<file path="src/rtl/sad_pkg.sv">
package sad_pkg;

  // States of the pairwise reduction sequencer
  typedef enum logic {
    ST_IDLE   = 1'b0,
    ST_REDUCE = 1'b1
  } sadState_t;

  // Strobes from control to datapath
  typedef struct packed {
    logic loadFull;    // add single-step row sum this edge
    logic loadPair;    // capture first pairwise level
    logic stepPair;    // apply one more pairwise level
    logic finishPair;  // last pairwise add, into accumulator
    logic clearAcc;    // drop the old total before adding
    logic flagDone;    // raise done after this update
  } sadStrobe_t;

endpackage

</file>
<file path="src/rtl/sad_ctrl.sv">
module sad_ctrl
  import sad_pkg::*;
#(
  parameter int LANES = 16
) (
  input  logic       clk,
  input  logic       rst_n,
  input  logic       inVld,
  input  logic       pairMode,
  input  logic       firstRow,
  input  logic       lastRow,
  output logic       busy,
  output sadStrobe_t str
);

  localparam int STEPS = $clog2(LANES);
  localparam int CNT_W = (STEPS > 2) ? $clog2(STEPS) : 1;
  localparam logic [CNT_W-1:0] LAST_CNT = CNT_W'(STEPS - 1);

  sadState_t       stateQ;
  logic [CNT_W-1:0] cntQ;
  logic            firstQ;
  logic            lastQ;
  logic            accept;

  assign busy   = (stateQ == ST_REDUCE);
  assign accept = inVld && !busy;

  always_comb begin
    str            = '0;
    str.loadFull   = accept && !pairMode;
    str.loadPair   = accept && pairMode;
    str.stepPair   = busy && (cntQ != LAST_CNT);
    str.finishPair = busy && (cntQ == LAST_CNT);
    str.clearAcc   = (str.loadFull && firstRow) || (str.finishPair && firstQ);
    str.flagDone   = (str.loadFull && lastRow) || (str.finishPair && lastQ);
  end

  always_ff @(posedge clk) begin
    if (!rst_n) begin
      stateQ <= ST_IDLE;
      cntQ   <= '0;
      firstQ <= 1'b0;
      lastQ  <= 1'b0;
    end else begin
      case (stateQ)
        ST_IDLE: begin
          if (str.loadPair) begin
            stateQ <= ST_REDUCE;
            cntQ   <= CNT_W'(1);
            firstQ <= firstRow;
            lastQ  <= lastRow;
          end
        end
        default: begin
          if (cntQ == LAST_CNT) begin
            stateQ <= ST_IDLE;
            cntQ   <= '0;
          end else begin
            cntQ <= cntQ + CNT_W'(1);
          end
        end
      endcase
    end
  end


  finish_free_chk: assert property (@(posedge clk) disable iff (!rst_n)
    str.finishPair |=> !busy);


  busy_block_chk: assert property (@(posedge clk) disable iff (!rst_n)
    busy && inVld |=> $stable(firstQ) && $stable(lastQ));

endmodule

</file>
<file path="src/rtl/sad_datapath.sv">
module sad_datapath
  import sad_pkg::*;
#(
  parameter int LANES = 16,
  parameter int PIX_W = 8,
  parameter int ACC_W = 16
) (
  input  logic                   clk,
  input  logic                   rst_n,
  input  logic [LANES*PIX_W-1:0] vecA,
  input  logic [LANES*PIX_W-1:0] vecB,
  input  sadStrobe_t             str,
  output logic                   sadDone,
  output logic [ACC_W-1:0]       blockSad
);

  localparam int HALF = LANES / 2;

  logic [PIX_W-1:0] absDiff [LANES];
  logic [ACC_W-1:0] pairQ   [HALF];
  logic [ACC_W-1:0] pairNxt [HALF];
  logic [ACC_W-1:0] fullSum;
  logic [ACC_W-1:0] finishSum;
  logic [ACC_W-1:0] accBase;
  logic [ACC_W-1:0] accQ;
  logic             doneQ;

  // per-lane unsigned absolute difference
  for (genvar i = 0; i < LANES; i++) begin : g_lane
    logic [PIX_W-1:0] pa;
    logic [PIX_W-1:0] pb;
    assign pa = vecA[i*PIX_W +: PIX_W];
    assign pb = vecB[i*PIX_W +: PIX_W];
    assign absDiff[i] = (pa >= pb) ? (pa - pb) : (pb - pa);

    always_comb begin
      if (rst_n) begin

        lane_zero_chk: assert ((pa == pb) == (absDiff[i] == '0));
      end
    end
  end

  // single-step horizontal sum over every lane
  always_comb begin
    fullSum = '0;
    for (int i = 0; i < LANES; i++) begin
      fullSum = fullSum + ACC_W'(absDiff[i]);
    end
  end

  // next level of the pairwise reduction
  for (genvar i = 0; i < HALF; i++) begin : g_pair
    if (i < HALF / 2) begin : g_live
      always_comb begin
        if (str.loadPair) pairNxt[i] = ACC_W'(absDiff[2*i]) + ACC_W'(absDiff[2*i+1]);
        else              pairNxt[i] = pairQ[2*i] + pairQ[2*i+1];
      end
    end else begin : g_tail
      always_comb begin
        if (str.loadPair) pairNxt[i] = ACC_W'(absDiff[2*i]) + ACC_W'(absDiff[2*i+1]);
        else              pairNxt[i] = '0;
      end
    end

    always_ff @(posedge clk) begin
      if (!rst_n) pairQ[i] <= '0;
      else if (str.loadPair || str.stepPair) pairQ[i] <= pairNxt[i];
    end
  end

  assign finishSum = pairQ[0] + pairQ[1];
  assign accBase   = str.clearAcc ? '0 : accQ;

  always_ff @(posedge clk) begin
    if (!rst_n) begin
      accQ  <= '0;
      doneQ <= 1'b0;
    end else begin
      doneQ <= str.flagDone;
      if (str.loadFull)        accQ <= accBase + fullSum;
      else if (str.finishPair) accQ <= accBase + finishSum;
    end
  end

  assign sadDone  = doneQ;
  assign blockSad = accQ;


  acc_hold_chk: assert property (@(posedge clk) disable iff (!rst_n)
    !(str.loadFull || str.finishPair) |=> $stable(accQ));

endmodule

</file>
<file path="src/rtl/sad_block_top.sv">
module sad_block_top
  import sad_pkg::*;
#(
  parameter int LANES = 16,
  parameter int PIX_W = 8,
  parameter int ACC_W = 16
) (
  input  logic                   clk,
  input  logic                   rst_n,
  input  logic                   inVld,
  input  logic                   pairMode,
  input  logic                   firstRow,
  input  logic                   lastRow,
  input  logic [LANES*PIX_W-1:0] vecA,
  input  logic [LANES*PIX_W-1:0] vecB,
  output logic                   busy,
  output logic                   sadDone,
  output logic [ACC_W-1:0]       blockSad
);

  sadStrobe_t str;

  sad_ctrl #(.LANES(LANES)) u_ctrl (
    .clk      (clk),
    .rst_n    (rst_n),
    .inVld    (inVld),
    .pairMode (pairMode),
    .firstRow (firstRow),
    .lastRow  (lastRow),
    .busy     (busy),
    .str      (str)
  );

  sad_datapath #(.LANES(LANES), .PIX_W(PIX_W), .ACC_W(ACC_W)) u_dp (
    .clk      (clk),
    .rst_n    (rst_n),
    .vecA     (vecA),
    .vecB     (vecB),
    .str      (str),
    .sadDone  (sadDone),
    .blockSad (blockSad)
  );


  full_done_chk: assert property (@(posedge clk) disable iff (!rst_n)
    inVld && !busy && !pairMode && lastRow |=> sadDone);


  pair_busy_chk: assert property (@(posedge clk) disable iff (!rst_n)
    inVld && !busy && pairMode |=> busy && !sadDone);

endmodule

</file>
<file path="config.mk">
export PLATFORM = sky130hd
export DESIGN_NAME = sad_block_top
export DESIGN_NICKNAME = d
export VERILOG_FILES = /design/src/rtl/sad_pkg.sv /design/src/rtl/sad_ctrl.sv /design/src/rtl/sad_datapath.sv /design/src/rtl/sad_block_top.sv
export SDC_FILE = /design/constraint.sdc
export NUM_CORES = 1
export LEC_CHECK = 0
export CAP_MARGIN = 20
export CORE_ASPECT_RATIO = 0.7
export CORE_MARGIN = 1
export CORE_UTILIZATION = 25
export DETAILED_ROUTE_END_ITERATION = 10
export DONT_BUFFER_PORTS = 1
export HOLD_SLACK_MARGIN = 0.05
export PLACE_DENSITY = 0.5
export SETUP_SLACK_MARGIN = 0.1
export SYNTH_ARGS = -nofsm -noshare
export SYNTH_HDL_FRONTEND = slang
export SYNTH_SLANG_ARGS = --single-unit
</file>
<file path="constraint.sdc">
create_clock -name clk -period 11.5 [get_ports clk]
set_input_delay 0.575 -clock clk [delete_from_list [all_inputs] [get_ports clk]]
set_output_delay 0.575 -clock clk [all_outputs]
set_load 0.02 [all_outputs]
</file>
==> run_results.csv, run 1 <==
group,metric,value,unit
run_status,status,"finished clean",
clock_tree,cts_num_sinks,105,
route,drc,0,
die,io_pins,280,
route,vias,17500,
final_layout,nets,3407,
synth,synth_mux_area_share,4.82,%
clock_tree,cts_root_buf,"clkbuf_16",
job,cap_violations,0,
die,initial_utilization,25.3,%
place,port_buffers,0,
clock_tree,post_cts_buffers,0,
global_routing,overflow,0,
synth,synthCells,2625,
synth,synth_xor_area_share,7.29,%
route,drt_iter0_markers,956,
synth,synth_enable_flop_cells,83,
final_layout,final_cells,3762,
timing,fin_crit_sh,80.4,%
route,dr.pass1.iters,6,
clock_tree,cts.path.max_buffers,2,
die,die_h,252,um
timing,finalSetupViolations,0,
synth,synth_seq_cells,105,
worst_setup_path,crit_path_max_fanout,9,
timing,relSlewSlack,26.3,%
synth,yosysSeqAreaShare,13.1,%
hold_path,hold_depth,1,
die,dieArea,90600,sq um
timing,hold_viol,0,
global_routing,grtUsageTotal,14.8,%
route,wirelength,68300,um
place,dp_hpwl,60000,um
worst_setup_path,end_kind,"flop",
worst_setup_path,worstSetupPathType,"input pin to flop",
synth,async_reset_ff_share,0,%
global_routing,antenna_found_initial,5,
timing,finalSetupTns,0,ns
synth,synth.top_cell.area_share,22.2,%
synth,synth_area,22400,sq um
synth,yosys.area_share.simple,10.7,%
place,dp.cells,3745,
synth,ys_warn_count,0,
synth,synth_top_family_by_area,"adder cells",
synth,synth_top_cell_by_area,"ha_1",
die,num_rows,91,
final_layout,fin_area,24000,sq um
global_routing,grt_pass1_wl,102000,um
route,antenna_left,0,
timing,fmax,108,MHz
synth,synth_fa_ha_area_share,36.0,%
clock_tree,holdBufCountCts,0,
worst_setup_path,slowest_delay,0.78,ns
final_layout,drive_above_1_share,3.69,%
synth,synth_compound_area_share,18.7,%
timing,finalMaxSlewViolations,0,
clock_tree,cts.clk_slew.worst_paths,0.08,ns
worst_setup_path,critPathArrivalTime,9.53,ns
synth,synth_area_leaders,"ha_1 (22%), fa_1 (14%), edfxtp_1 (11%)",
timing,rsz0062_at_grt,"false",
place,dpl_cell_area,23700,sq um
synth,syn_area_per_cell,8.52,sq um
worst_setup_path,cpMaxStageDelayCell,"o22ai_1",
die,fp.coreArea,88400,sq um
clock_tree,cts_buffers,9,
hold_path,min_path_type,"input pin to flop",
final_layout,area_growth,7.39,%
place,globalplace.congestion,0.873,
clock_tree,cts-resized-gates,0,
route,routed_via_density,4.65,
synth,syn_nets,3437,
synth,yosysUniqueCellTypes,81,
worst_setup_path,required,11.79,ns
worst_setup_path,startpoint_type,"input pin",
route,wl_per_cell,18.1,um
synth,synth_top_flop_cell,"edfxtp_1",
die,die_x,359,um
worst_setup_path,cpMostUsedCell,"fa_1",
timing,post-route-min-period,9.24,ns
worst_setup_path,rr_worst_depth,24,
clock_tree,cts_tree,"yes",
clock_tree,worstSkewPairLatency,0.40,ns
clock_tree,h-tree-depth,3,
global_routing,grt_max_degree,65,
final_layout,antenna_cells,0,
timing,worst_pin_slew,1.11,ns
timing,finalClockSkew,0.0128,ns
global_routing,grt_pass1_vias,17000,
[through the flow]
| step | util, % | hold WS, ns | setup WS, ns |
|---|---|---|---|
| 2_1_floorplan | - | 0.444 | 2.57 |
| 3_3_place_gp | 26.8 | 0.453 | 1.85 |
| 3_5_place_dp | 26.8 | 0.461 | 1.80 |
| 4_1_cts | 27.2 | 0.292 | 2.22 |
| 5_1_grt | 27.2 | 0.295 | 1.64 |
| 6_report | 27.2 | 0.304 | 2.26 |
[registers in the layout, summed over array words and instances (netlist names)]
| name | count |
|---|---|
| u_dp.blockSad | 16 |
| u_ctrl.cntQ | 2 |
| u_ctrl.lastQ | 1 |
| u_ctrl.busy | 1 |
| u_dp.pairQ | 83 |
| u_dp.sadDone | 1 |
| u_ctrl.firstQ | 1 |
[Yosys cell counts, types with 23 or more instances]
cell type  number
ha_1          396
nand2_1       147
o21a_1         23
a21o_1         97
xor2_1         69
o21ai_0       103
nand3_1        30
a21oi_1       181
fa_1          154
xnor2_1       117
nor2_1        130
mux2i_1        66
mux2_2         35
inv_1         501
and2_1         23
nor2b_1        41
edfxtp_1       83
o21bai_1       37
nor3_1         34
clkbuf_1       40
[cell families (layout without fill, tap and decap cells)]
logic type | Yosys count | in the layout
buffers and inverters | 556 | 531
xor gates and xnor gates | 186 | 186
adders and majority gates | 550 | 550
DFF | 105 | 105
and+or+nand+nor | 497 | 497
AOI/OAI and AO/OA | 628 | 628
muxes | 103 | 103
[final cells by class]
| cell class | count | area [sq um] |
|---|---|---|
| Sequential cell | 105 | 2930 |
| Timing Repair Buffer | 14 | 105 |
| Clock buffer | 9 | 225 |
| Tap cell | 1162 | 1450 |
| Clock inverter | 7 | 67.6 |
| Inverter | 501 | 1880 |
| Multi-Input combinational cell | 1964 | 17300 |
| Fill cell | 9529 | 64300 |
[worst max-delay path, delay by kind of cell]
kind	cells	cell delay (ns)
adder cells (fa/ha/maj)	10	4.33
AO/OA/AOI/OAI	17	3.36
XOR/XNOR	2	0.53
multiplexers	1	0.46
buffers and inverters	3	0.13
AND/OR/NAND/NOR	1	0.11
[routing by layer]
metal  part of all wire [%]  vias to the layer above  track usage (%)
li1                       -                     8820                -
met3                    6.8                       48             3.85
met5                  0.084                        -                0
met2                     43                      387             22.6
met1                     49                     8224             20.9
met4                    1.4                        8             2.51
[final timing paths]
| kind | slack [ns] | startpoint | endpoint |
|---|---|---|---|
| max | 2.26 | vecA[8] | u_dp.blockSad[15] |
| min | 0.30 | rst_n | u_dp.sadDone |
| max reg2reg | 4.18 | u_ctrl.busy | u_dp.blockSad[14] |
| min reg2reg | 0.47 | u_ctrl.lastQ | u_ctrl.lastQ |
[cell usage in the layout, fill, tap and decap left out, types with 6 or more instances in the layout]
master and count:
a211oi_1 19, a21boi_0 15, a21o_1 97, a21oi_1 181
a221oi_1 9, a22o_1 6, a22oi_1 6, a31oi_1 13
and2_1 23, and3_1 19, and4_1 9, buf_4 14
clkbuf_16 9, dfxtp_1 22, edfxtp_1 83, fa_1 154
ha_1 396, inv_1 501, mux2_2 35, mux2i_1 66
nand2_1 146, nand2b_1 19, nand3_1 29, nand3b_1 6
nand4_1 10, nor2_1 129, nor2b_1 41, nor3_1 34
o2111ai_1 7, o211ai_1 22, o21a_1 23, o21ai_0 103
o21ai_1 9, o21bai_1 37, o22ai_1 15, o311ai_0 6
or2_2 9, or3_1 7, xnor2_1 117, xor2_1 69
Power of run 1 is left out: the tool's default activity adds up to more than one toggle a clock period on the data nets, which glitch-free logic cannot reach.
==> inputs of run 2 (changes only) <==
==> constraint.sdc (replaced) <==
create_clock -name clk -period 9.1 [get_ports clk]
set_input_delay 0.455 -clock clk [delete_from_list [all_inputs] [get_ports clk]]
set_output_delay 0.455 -clock clk [all_outputs]
set_load 0.02 [all_outputs]
==> run 2 against run 1 <==
  * Via count grew 0.43%
  * Count of clock-buffer cells in the layout is the same
  * Critical path type unchanged
  * Critical endpoint unchanged
  * Highest routed layer unchanged
  * Sequential cell count is the same
  * Final cell count grew 0.74%
  * Sequential share of layout area shrank 0.13 points
==> run_results.csv, run 2 (synthesis gave the netlist of run 1 again) <==
group,metric,value,unit
worst_setup_path,slowest_delay,0.55,ns
worst_setup_path,required,9.43,ns
timing,relSlewSlack,26.8,%
global_routing,grt_max_degree,66,
die,io_pins,280,
timing,fmax,117,MHz
timing,finalClockSkew,0.0178,ns
global_routing,grtUsageTotal,14.8,%
die,fp.coreArea,88400,sq um
clock_tree,h-tree-depth,3,
route,dr.pass1.iters,5,
worst_setup_path,crit_cells,38,
final_layout,largest_reg_flops,83,
final_layout,antenna_cells,0,
worst_setup_path,cpMaxStageDelayCell,"fa_1",
global_routing,grt_pass1_vias,17100,
route,antenna_left,0,
job,cap_violations,0,
route,vias,17600,
final_layout,final_common_cell,"inv_1",
final_layout,drive_above_1_share,4.91,%
clock_tree,cts_num_sinks,105,
timing,finalMaxSlewViolations,0,
hold_path,min_path_type,"input pin to flop",
global_routing,grt_pass1_wl,103000,um
final_layout,nets,3435,
timing,worst_pin_slew,1.07,ns
final_layout,largest_register,"u_dp.pairQ",
place,dp.cells,3773,
timing,setup_slack,0.582,ns
worst_setup_path,crit_path_max_fanout,3,
worst_setup_path,end_kind,"flop",
route,drc,0,
timing,post-route-min-period,8.52,ns
place,port_buffers,0,
worst_setup_path,cpMostUsedCell,"fa_1",
worst_setup_path,cp_top_family,"adder cells",
final_layout,final_cell_mix,"inv_1 (501), ha_1 (396), a21oi_1 (179), fa_1 (154), nand2_1 (146)",
place,globalplace.congestion,0.881,
clock_tree,cts.clk_slew.worst_paths,0.09,ns
route,drt_iter0_markers,947,
clock_tree,worstSkewPairLatency,0.40,ns
clock_tree,cts.path.max_buffers,2,
global_routing,overflow,0,
timing,fin_crit_sh,93.6,%
run_status,status,"finished clean",
die,dieArea,90600,sq um
clock_tree,holdBufCountCts,0,
place,preCtsSetupSlack,-0.0269,ns
clock_tree,cts_root_buf,"clkbuf_16",
die,initial_utilization,25.3,%
global_routing,antenna_found_initial,2,
clock_tree,cts_buffers,9,
worst_setup_path,timing.critical_path.buf_inv,7,
final_layout,area_growth,8.56,%
worst_setup_path,worstSetupPathType,"input pin to flop",
timing,hold_viol,0,
route,routed_via_density,4.63,
timing,rsz0062_at_grt,"true",
die,die_x,359,um
die,num_rows,91,
route,wirelength,68500,um
final_layout,final_cells,3790,
route,wl_per_cell,18.1,um
worst_setup_path,startpoint_type,"input pin",
worst_setup_path,critPathArrivalTime,8.85,ns
die,die_h,252,um
worst_setup_path,rr_worst_depth,24,
timing,finalSetupViolations,0,
hold_path,hold_depth,1,
timing,finalSetupTns,0,ns
clock_tree,cts_tree,"yes",
place,dp_hpwl,60400,um
-- run 2: changes by cell type in the layout (fill, tap and decap cells not counted) --
cell / change
a21oi_1: -2
buf_4: +27
o41ai_2: +1
inv_6: -1
clkinv_2: -1
a31oi_1: -2
o21ai_1: +1
o41ai_1: -1
a31oi_2: +2
clkinv_8: +2
a21oi_2: +2
o21ai_0: -1
buf_6: +1
-- run 2: final timing paths --
kind	start	endpoint	slack, ns
worst min-delay path	rst_n	u_dp.sadDone	0.19
worst min register to register	u_ctrl.lastQ	u_ctrl.lastQ	0.47
worst max-delay path	vecA[0]	u_dp.blockSad[15]	0.58
worst max register to register	u_ctrl.busy	u_dp.blockSad[14]	1.80
-- run 2: layer usage --
metal	vias to the layer above	global-route usage (%)	part of all wire [%]
met5	-	0	0.050
met4	4	2.28	1.3
met3	41	3.80	6.8
met2	365	22.8	43
met1	8277	21.1	49
li1	8875	-	-
-- run 2: repair_timing --
item,4_1_cts,5_1_grt
setup endpoints to repair,0,4
buffers inserted,0,1
gates resized for setup,0,7
-- run 2: final cells by class --
class / count / area, sq um
Fill cell: 9537 / 64100
Sequential cell: 105 / 2930
Clock inverter: 7 / 86.3
Tap cell: 1162 / 1450
Clock buffer: 9 / 225
Multi-Input combinational cell: 1964 / 17400
Timing Repair Buffer: 42 / 319
Inverter: 501 / 1880
-- run 2: stage by stage --
| stage | util [%] | hold WS, ns | cell area, sq um |
|---|---|---|---|
| 6_report | 27.5 | 0.190 | 24300 |
| 5_1_grt | 27.5 | 0.190 | 24300 |
| 4_1_cts | 27.4 | 0.170 | 24200 |
| 3_5_place_dp | 27.1 | 0.460 | 23900 |
| 3_3_place_gp | 27.1 | 0.454 | 23900 |
| 2_1_floorplan | - | 0.444 | 22400 |
Power of run 2 is left out for the same reason.
==> inputs of run 3 (changes only) <==
--- a/config.mk
+++ b/config.mk
@@ -9,6 +9,7 @@
 export CORE_ASPECT_RATIO = 0.7
 export CORE_MARGIN = 1
 export CORE_UTILIZATION = 25
+export CTS_BUF_LIST = sky130_fd_sc_hd__clkbuf_4 sky130_fd_sc_hd__clkbuf_8
 export DETAILED_ROUTE_END_ITERATION = 10
 export DONT_BUFFER_PORTS = 1
 export HOLD_SLACK_MARGIN = 0.05
==> run 3 against run 2 <==
  * First-iteration DRC count is 5.5% higher
  * Utilization is 0.13 points lower
  * Non-clock buffer count is 1 lower
  * Sequential cell count stayed put
  * Worst setup slack better by 0.085 ns
  * Maximum frequency is 1.0% higher
  * Final cell count hardly changed
  * Worst hold slack worse by 0.068 ns
  * Critical endpoint is now u_dp.blockSad[14]
  * Highest routed layer unchanged
==> run_results.csv, run 3 (synthesis gave the netlist of run 1 again) <==
group,metric,value,unit
final_layout,utilization,27.3,%
place,port_buffers,0,
global_routing,grt_pass1_vias,17100,
timing,post-route-min-period,8.43,ns
worst_setup_path,reg2reg_slack,1.76,ns
final_layout,seqCellArea,2930,sq um
timing,holdWs,0.123,ns
clock_tree,cts_num_sinks,105,
route,wl_per_cell,18.1,um
global_routing,grtUsageTotal,14.9,%
final_layout,nFillCells,9554,
clock_tree,cts_buffers,9,
job,cap_violations,0,
final_layout,drive_above_1_share,4.87,%
worst_setup_path,crit_path_max_fanout,12,
worst_setup_path,slowest_delay,0.56,ns
global_routing,grt_pass1_wl,103000,um
clock_tree,post_cts_buffers,0,
timing,finalClockSkew,0.0298,ns
die,io_pins,280,
worst_setup_path,required,9.46,ns
global_routing,antenna_found_initial,2,
timing,finalMaxSlewViolations,0,
route,vias,17500,
timing,worst_pin_slew,1.02,ns
die,num_rows,91,
worst_setup_path,cpMaxStageDelayCell,"fa_1",
place,globalplace.congestion,0.881,
place,dp_hpwl,60400,um
route,dr.pass1.iters,5,
timing,rsz0062_at_grt,"false",
route,routed_via_density,4.61,
clock_tree,cts_root_buf,"clkbuf_8",
timing,finalSetupViolations,0,
route,drt_iter0_markers,999,
final_layout,final_cell_mix,"inv_1 (501), ha_1 (396), a21oi_1 (179), fa_1 (154), nand2_1 (146)",
worst_setup_path,end_kind,"flop",
clock_tree,cts_tree,"yes",
die,initial_utilization,25.3,%
clock_tree,cts.path.max_buffers,2,
final_layout,largest_reg_flops,83,
clock_tree,h-tree-depth,3,
hold_path,min_path_type,"input pin to flop",
die,die_x,359,um
worst_setup_path,cpMostUsedCell,"fa_1",
timing,fmax,119,MHz
global_routing,overflow,0,
worst_setup_path,worstSetupPathType,"input pin to flop",
route,wirelength,68600,um
run_status,status,"finished clean",
worst_setup_path,cp_top_family,"adder cells",
final_layout,multiInputGateArea,17400,sq um
timing,relSlewSlack,30.1,%
route,antenna_left,0,
die,dieArea,90600,sq um
worst_setup_path,critPathArrivalTime,8.80,ns
final_layout,final_common_cell,"inv_1",
final_layout,area_growth,8.06,%
final_layout,largest_register,"u_dp.pairQ",
clock_tree,cts.clk_slew.worst_paths,0.13,ns
die,die_h,252,um
clock_tree,worstSkewPairLatency,0.47,ns
worst_setup_path,startpoint_type,"input pin",
timing,hold_viol,0,
final_layout,antenna_cells,0,
route,drc,0,
global_routing,grt_max_degree,66,
worst_setup_path,timing.critical_path.buf_inv,6,
timing,fin_crit_sh,92.7,%
die,fp.coreArea,88400,sq um
final_layout,nets,3434,
[run 3: worst reg2reg max path: stages, from the launching register on]
cell      delay (ns)
dfxtp_1         0.79
and2_1          0.22
buf_4           0.25
a22oi_1         0.14
buf_4           0.21
nand2_1         0.19
fa_1            0.49
fa_1            0.54
fa_1            0.52
fa_1            0.54
inv_1           0.06
fa_1            0.50
fa_1            0.57
ha_1            0.21
inv_1           0.07
fa_1            0.40
nor2b_1         0.12
o21ai_0         0.11
a21boi_0        0.30
o211ai_1        0.15
a21oi_1         0.27
nor2_1          0.12
a21oi_1         0.18
xor2_1          0.10
o211a_1         0.20
[run 3: cell type report]
| class | instances | area share [%] |
|---|---|---|
| Clock buffer | 9 | 0.513 |
| Timing Repair Buffer | 41 | 1.27 |
| Tap cell | 1162 | 6.02 |
| Inverter | 501 | 7.79 |
| Multi-Input combinational cell | 1964 | 71.9 |
| Sequential cell | 105 | 12.1 |
| Clock inverter | 7 | 0.357 |
[run 3: path summary, 6_finish.rpt]
check	start	endpoint	cells after the start
worst max register to register	u_ctrl.busy	u_dp.blockSad[14]	24
worst min register to register	u_ctrl.lastQ	u_ctrl.lastQ	2
worst max-delay path	vecA[0]	u_dp.blockSad[14]	34
worst min-delay path	rst_n	u_dp.sadDone	1
[run 3: metal layers]
| metal | up-vias | track usage, % | part of all wire, % |
|---|---|---|---|
| li1 | 8865 | - | - |
| met2 | 360 | 22.8 | 43 |
| met1 | 8213 | 21.1 | 49 |
| met4 | 4 | 2.65 | 1.4 |
| met3 | 41 | 3.68 | 6.8 |
| met5 | - | 0 | 0.050 |
[run 3: metrics by stage]
stage | worst slack [ns] | std cells | TNS, ns | instance area, sq um
after floorplan | 0.287 | 2625 | 0 | 22400
after detailed placement | -0.0269 | 3773 | -0.0269 | 23900
after global routing | 0.0775 | 3789 | 0 | 24200
after global placement | 0.0297 | 3773 | 0 | 23900
final | 0.667 | 3789 | 0 | 24200
after CTS | 0.475 | 3789 | 0 | 24100
[run 3: repair_timing]
| item | CTS | global route |
|---|---|---|
| hold buffers | 0 | 0 |
| setup endpoints to repair | 0 | 2 |
| resized for setup | 0 | 6 |
Power of run 3 is left out for the same reason.
